$ cat config.mk
export PLATFORM = sky130hd
export DESIGN_NAME = wdog_reset_ctrl
export DESIGN_NICKNAME = d
export VERILOG_FILES = /design/src/rtl/wdog_pkg.sv /design/src/rtl/wdog_regs.sv /design/src/rtl/wdog_stage.sv /design/src/rtl/wdog_rst_stretch.sv /design/src/rtl/wdog_reset_ctrl.sv
export SDC_FILE = /design/constraint.sdc
export NUM_CORES = 1
export LEC_CHECK = 0
export CAP_MARGIN = 20
export CORE_ASPECT_RATIO = 0.8
export CORE_MARGIN = 3
export CORE_UTILIZATION = 50
export DETAILED_ROUTE_END_ITERATION = 10
export HOLD_SLACK_MARGIN = 0.02
export PLACE_DENSITY = 0.84
export SLEW_MARGIN = 20
export SYNTH_ARGS = -nofsm -noshare
export SYNTH_HDL_FRONTEND = slang
export SYNTH_HIERARCHICAL = 1
export SYNTH_SLANG_ARGS = --single-unit
$ cat constraint.sdc
create_clock -name clk -period 2.95 [get_ports clk]
set_input_delay 0.295 -clock clk [delete_from_list [all_inputs] [get_ports clk]]
set_output_delay 0.295 -clock clk [all_outputs]
set_load 0.01 [all_outputs]
$ cat src/rtl/wdog_pkg.sv
package wdog_pkg;
  localparam int ADDR_W = 3;

  typedef enum logic [ADDR_W-1:0] {
    REG_CTRL = 3'd0,
    REG_WLIM = 3'd1,
    REG_GLIM = 3'd2,
    REG_ACK  = 3'd3,
    REG_SVC  = 3'd4,
    REG_WCNT = 3'd5,
    REG_GCNT = 3'd6
  } reg_sel_e;

  // control register bit positions
  localparam int B_ARM     = 0;
  localparam int B_PEND    = 2;
  localparam int B_EXT     = 3;
  localparam int B_SWRST   = 4;
  localparam int B_EXT_SET = 5;
  localparam int B_EXT_REL = 6;
endpackage

$ cat src/rtl/wdog_regs.sv
module wdog_regs
  import wdog_pkg::*;
#(
  parameter int          DATA_W  = 32,
  parameter int          CNT_W   = 16,
  parameter logic [31:0] SVC_KEY = 32'h0000_A5C3
) (
  input  logic              clk,
  input  logic              rst_n,
  input  logic              wr_en,
  input  logic [ADDR_W-1:0] addr,
  input  logic [DATA_W-1:0] wr_data,
  input  logic              hold,
  input  logic              soft_clr,
  output logic              arm,
  output logic              ext_hold,
  output logic [CNT_W-1:0]  wd_limit,
  output logic [CNT_W-1:0]  gr_limit,
  output logic              ack_stb,
  output logic              svc_stb,
  output logic              swrst_stb
);
  reg_sel_e sel;
  logic     wr_ok, ctrl_wr, ext_set, ext_rel;

  assign sel       = reg_sel_e'(addr);
  assign wr_ok     = wr_en && !hold;
  assign ctrl_wr   = wr_ok && (sel == REG_CTRL);
  assign ext_set   = ctrl_wr && wr_data[B_EXT_SET];
  assign ext_rel   = ctrl_wr && wr_data[B_EXT_REL];
  assign swrst_stb = ctrl_wr && wr_data[B_SWRST];
  assign ack_stb   = wr_ok && (sel == REG_ACK) && wr_data[0];
  assign svc_stb   = wr_ok && (sel == REG_SVC) && (wr_data == DATA_W'(SVC_KEY));

  always_ff @(posedge clk or negedge rst_n) begin
    if (!rst_n) begin
      arm      <= 1'b0;
      ext_hold <= 1'b0;
      wd_limit <= '1;
      gr_limit <= '1;
    end else if (soft_clr) begin
      arm      <= 1'b0;
      ext_hold <= 1'b0;
      wd_limit <= '1;
      gr_limit <= '1;
    end else begin
      if (ctrl_wr) arm <= wr_data[B_ARM];
      if (ext_set)      ext_hold <= 1'b1;
      else if (ext_rel) ext_hold <= 1'b0;
      if (wr_ok && sel == REG_WLIM) wd_limit <= wr_data[CNT_W-1:0];
      if (wr_ok && sel == REG_GLIM) gr_limit <= wr_data[CNT_W-1:0];
    end
  end
endmodule

$ cat src/rtl/wdog_stage.sv
module wdog_stage #(
  parameter int CNT_W = 16
) (
  input  logic             clk,
  input  logic             rst_n,
  input  logic             clr,
  input  logic             restart,
  input  logic             run,
  input  logic [CNT_W-1:0] limit,
  output logic [CNT_W-1:0] cnt,
  output logic             hit
);
  assign hit = run && (cnt == limit);

  always_ff @(posedge clk or negedge rst_n) begin
    if (!rst_n)                 cnt <= '0;
    else if (clr || restart)    cnt <= '0;
    else if (hit)               cnt <= '0;
    else if (run)               cnt <= cnt + 1'b1;
  end
endmodule

$ cat src/rtl/wdog_rst_stretch.sv
module wdog_rst_stretch #(
  parameter int HOLD = 16
) (
  input  logic clk,
  input  logic rst_n,
  input  logic trigger,
  output logic req
);
  localparam int W = $clog2(HOLD + 1);
  logic [W-1:0] left;

  assign req = (left != '0);

  always_ff @(posedge clk or negedge rst_n) begin
    if (!rst_n)                left <= '0;
    else if (trigger && !req)  left <= W'(HOLD);
    else if (req)              left <= left - 1'b1;
  end
endmodule

$ cat src/rtl/wdog_reset_ctrl.sv
module wdog_reset_ctrl
  import wdog_pkg::*;
#(
  parameter int          DATA_W   = 32,
  parameter int          CNT_W    = 16,
  parameter int          RST_HOLD = 16,
  parameter logic [31:0] SVC_KEY  = 32'h0000_A5C3
) (
  input  logic              clk,
  input  logic              rst_n,
  input  logic              wr_en,
  input  logic [2:0]        addr,
  input  logic [DATA_W-1:0] wr_data,
  output logic [DATA_W-1:0] rd_data,
  output logic              irq_pulse,
  output logic              sys_rst_req,
  output logic              ext_rst_n
);
  logic             arm, ext_hold, ack_stb, svc_stb, swrst_stb;
  logic [CNT_W-1:0] wd_limit, gr_limit, wd_cnt, gr_cnt;
  logic             hit0, hit1, pend_q, soft_clr, trigger;
  logic             svc_ok, ack_ok, timeout, stage_clr;

  wdog_regs #(.DATA_W(DATA_W), .CNT_W(CNT_W), .SVC_KEY(SVC_KEY)) regs_i (
    .clk(clk), .rst_n(rst_n), .wr_en(wr_en), .addr(addr), .wr_data(wr_data),
    .hold(sys_rst_req), .soft_clr(soft_clr), .arm(arm), .ext_hold(ext_hold),
    .wd_limit(wd_limit), .gr_limit(gr_limit), .ack_stb(ack_stb),
    .svc_stb(svc_stb), .swrst_stb(swrst_stb)
  );

  assign stage_clr = soft_clr || !arm;
  assign svc_ok    = svc_stb && arm && !pend_q;
  assign ack_ok    = ack_stb && pend_q && !hit1;
  assign timeout   = hit0 && !svc_ok;
  assign trigger   = hit1 || swrst_stb;
  assign soft_clr  = sys_rst_req || trigger;

  wdog_stage #(.CNT_W(CNT_W)) prim_i (
    .clk(clk), .rst_n(rst_n), .clr(stage_clr), .restart(svc_ok),
    .run(arm && !pend_q), .limit(wd_limit), .cnt(wd_cnt), .hit(hit0)
  );

  wdog_stage #(.CNT_W(CNT_W)) grace_i (
    .clk(clk), .rst_n(rst_n), .clr(stage_clr), .restart(ack_ok),
    .run(pend_q), .limit(gr_limit), .cnt(gr_cnt), .hit(hit1)
  );

  wdog_rst_stretch #(.HOLD(RST_HOLD)) stretch_i (
    .clk(clk), .rst_n(rst_n), .trigger(trigger), .req(sys_rst_req)
  );

  always_ff @(posedge clk or negedge rst_n) begin
    if (!rst_n) begin
      pend_q    <= 1'b0;
      irq_pulse <= 1'b0;
    end else begin
      irq_pulse <= timeout && !soft_clr;
      if (stage_clr)    pend_q <= 1'b0;
      else if (timeout) pend_q <= 1'b1;
      else if (ack_ok)  pend_q <= 1'b0;
    end
  end

  assign ext_rst_n = !(ext_hold || sys_rst_req);

  always_comb begin
    rd_data = '0;
    case (reg_sel_e'(addr))
      REG_CTRL: begin
        rd_data[B_ARM]  = arm;
        rd_data[B_PEND] = pend_q;
        rd_data[B_EXT]  = ext_hold;
      end
      REG_WLIM: rd_data = DATA_W'(wd_limit);
      REG_GLIM: rd_data = DATA_W'(gr_limit);
      REG_WCNT: rd_data = DATA_W'(wd_cnt);
      REG_GCNT: rd_data = DATA_W'(gr_cnt);
      default:  rd_data = '0;
    endcase
  end
endmodule

==> flow_metrics.env <==
export IMPL_io_pins=73
export IMPL_route_detailed_drc=0
export IMPL_dp_hpwl_mm=10.3
export IMPL_path_clk_slew_ps=60
export IMPL_fmax_mhz=340
export IMPL_period_minus_slack_ps=2940
export IMPL_htree_levels=3
export IMPL_synth_edf_count=0
export IMPL_synth_largest_area_cell="dfrtp_1"
export IMPL_rows=31
export IMPL_grt_pass1_vias=4139
export IMPL_syn_area_per_cell_um2=9.47
export IMPL_rsz0062_at_grt="yes"
export IMPL_hold_viol=0
export IMPL_vias_per_cell=6.20
export IMPL_synth_area_mm2=0.00490
export IMPL_io_buffers=56
export IMPL_p_leak_nw=2.27
export IMPL_async_reset_ff_share_pct=100
export IMPL_irDropWorstVdd_uv=386
export IMPL_die_area_mm2=0.0110
export IMPL_status="complete, no violations"
export IMPL_numCtsBuffers=9
export IMPL_root_buffer="clkbuf_16"
export IMPL_p_int_mw=1.98
export IMPL_comb_power_share_pct=19.0
export IMPL_r2r_start="stretch_i/left[0]$_DFFE_PN0P_"
export IMPL_overflow=0
export IMPL_slew_headroom_pct=58.5
export IMPL_worst_slack_ps=9.67
export IMPL_p_switching_mw=0.717
export IMPL_clockBufferDepth=2
export IMPL_crit_path_end_kind="register"
export IMPL_synth_top_area_share_pct=21.0
export IMPL_grt_pass1_wl_mm=21.7
export IMPL_power_mw=2.70
export IMPL_crit_required_ps=3170
export IMPL_startpoint_type="register"
export IMPL_drt_initial_drc_count=492
export IMPL_regArea_mm2=0.00187
export IMPL_drive_gt1_share_pct=22.3
export IMPL_setup_worst_path_class="register to register"
export IMPL_dr_pass1_iters=5
export IMPL_ys_ff_latch=73
export IMPL_path_max_fanout=4
export IMPL_slew_violations=0
export IMPL_grt_total_usage_pct=25.7
export IMPL_ys_seq_area_share_pct=38.1
export IMPL_synthTopCellsByCount="nor2_1, xor2_1, dfrtp_1"
export IMPL_p_clk_share_pct=41.1
export IMPL_gp_congestion=0.979
export IMPL_cts_tree="yes"
export IMPL_core_area_mm2=0.00931
export IMPL_yosysWarnings=6
export IMPL_placed_cell_area_mm2=0.00567
export IMPL_fillers=751
export IMPL_vias=4461
export IMPL_grt_max_degree=51
export IMPL_fin_area_mm2=0.00608
export IMPL_dp_slack_ps=-92.7
export IMPL_hold_class="input port to asynchronous set/reset pin"
export IMPL_regToRegSetupSlack_ps=10
export IMPL_worst_r2r_cell_count=14
export IMPL_synthTopCellsByArea="dfrtp_1, dfstp_2, xor2_1, nor2_1, mux2i_1"
export IMPL_setup_violations=0
export IMPL_arrival_ps=3160
export IMPL_synth_most_common_cell="nor2_1"
export IMPL_ys_flop_type="dfrtp_1"
export IMPL_pwr_share_seq_pct=39.9
export IMPL_antenna_found_initial=0
export IMPL_regToRegEndpoint="prim_i/cnt[6]$_DFFE_PN0P_"
export IMPL_tightest_slew_ps=620
export IMPL_switching_share_pct=26.6
export IMPL_period_share_pct=99.7
export IMPL_pwr_density_cell_mw_per_mm2=443
export IMPL_ys_types=59
export IMPL_drv_cap=0
export IMPL_area_growth_pct=24.3
export IMPL_postRouteAntennaNets=0
export IMPL_start_util_pct=52.6
export IMPL_insertion_delay_ps=340
export IMPL_die_x_um=117
export IMPL_cts_sinks=73
export IMPL_fin_worst_skew_ps=3.91
export IMPL_wl_per_cell_um=19.2
export IMPL_dieHeight_um=94.5
export IMPL_drt_wl_total_mm=13.8
export IMPL_diodes=0
export IMPL_synth_cells=517
export IMPL_multiInputGateArea_mm2=0.00278
export IMPL_nNetsFinal=641
-- kinds of logic after synthesis --
| kind of cell | synth area share, % |
|---|---|
| adders and majority gates | 0.767 |
| buffers and inverters | 7.64 |
| other | 0.0766 |
| muxes | 4.40 |
| DFF | 38.1 |
| and+or+nand+nor | 23.0 |
| AOI/OAI and AO/OA | 17.4 |
| xor gates and xnor gates | 8.59 |
-- cell type report --
type                    count  share of cell area [%]
repair buffers            100                    15.3
inverters                  15                   0.926
clock inverters             4                   0.843
clock buffers              12                    4.22
flip-flops and latches     73                    30.7
well taps                 115                    2.37
multi-input cells         401                    45.7
-- power groups by stage --
stage	sequential [mW]	combinational [mW]	clock (mW)
global placement	1.09	0.472	0
floorplan	1.08	0.276	0
global route	1.08	0.556	1.17
detailed placement	1.09	0.492	0
CTS	1.07	0.494	1.13
finish	1.07	0.512	1.11
-- worst max path at each step --
stage	depth (start not counted)	start	slack (ps)	endpoint
floorplan	13	stretch_i/left[0]$_DFFE_PN0P_	120	prim_i/cnt[9]$_DFFE_PN0P_
global placement	14	stretch_i/left[0]$_DFFE_PN0P_	120	prim_i/cnt[9]$_DFFE_PN0P_
detailed placement	14	stretch_i/left[0]$_DFFE_PN0P_	-90	prim_i/cnt[6]$_DFFE_PN0P_
CTS	12	regs_i/gr_limit[1]$_DFFE_PN1P_	20	grace_i/cnt[6]$_DFFE_PN0P_
global route	14	stretch_i/left[0]$_DFFE_PN0P_	-130	prim_i/cnt[6]$_DFFE_PN0P_
finish	14	stretch_i/left[0]$_DFFE_PN0P_	10	prim_i/cnt[6]$_DFFE_PN0P_
-- sequential cells by signal, summed over array words and instances (netlist names) --
signal and flops:
regs_i/gr_limit 16, regs_i/ext_hold 1, pend_q 1, stretch_i/left 5, regs_i/wd_limit 16, prim_i/cnt 16
irq_pulse 1, regs_i/arm 1, grace_i/cnt 16
-- layer usage --
layer	routed length, um	global-route usage, %	vias to the layer above
met4	254	7.64	0
li1	-	-	2021
met5	0	0	-
met2	6320	39.0	259
met1	5840	37.2	2158
met3	1420	5.12	23
-- stage by stage --
step / instances / setup TNS, ps / utilization, % / hold WS [ps]
2_1_floorplan: 532 / 0 / - / -0.591
3_3_place_gp: 700 / 0 / 60.9 / 314
3_5_place_dp: 700 / -156 / 60.9 / 312
4_1_cts: 717 / 0 / 64.4 / 486
5_1_grt: 720 / -451 / 65.3 / 516
6_report: 720 / 0 / 65.3 / 480
-- placed cells by master, fill, tap and decap left out, drive strengths merged, types with 9 or more instances in the layout --
| cell type | n |
|---|---|
| a21oi | 26 |
| inv | 15 |
| a211o | 16 |
| dfstp | 32 |
| conb | 16 |
| nor2 | 69 |
| nand2 | 29 |
| and3 | 24 |
| dfrtp | 41 |
| a221oi | 16 |
| nand3 | 14 |
| nand4 | 16 |
| xor2 | 42 |
| buf | 44 |
| nor4 | 13 |
| clkbuf | 12 |
| clkdlybuf4s50 | 55 |
| a22oi | 22 |
| o31ai | 9 |
| o21ai | 9 |
| mux2i | 17 |
-- critical path, stage by stage (launching register included) --
cell and delay [ps]:
dfrtp_1 410, inv_1 80, ha_2 180, nor4b_4 230, inv_2 70, nor4b_2 230
buf_4 170, nand4_1 140, nor4_4 360, and2_4 220, or3_4 130, and3_4 200
nand4_1 130, xor2_1 190, nor2_1 60
-- timing repair --
item	in CTS	in global routing
buffers inserted	0	3
hold buffers	1	0
endpoints found under the setup margin	6	26
pin swaps	0	4
resized for setup	1	14
endpoints found under the hold margin	25	0
Note: power is estimated with default switching activity, not from simulation.
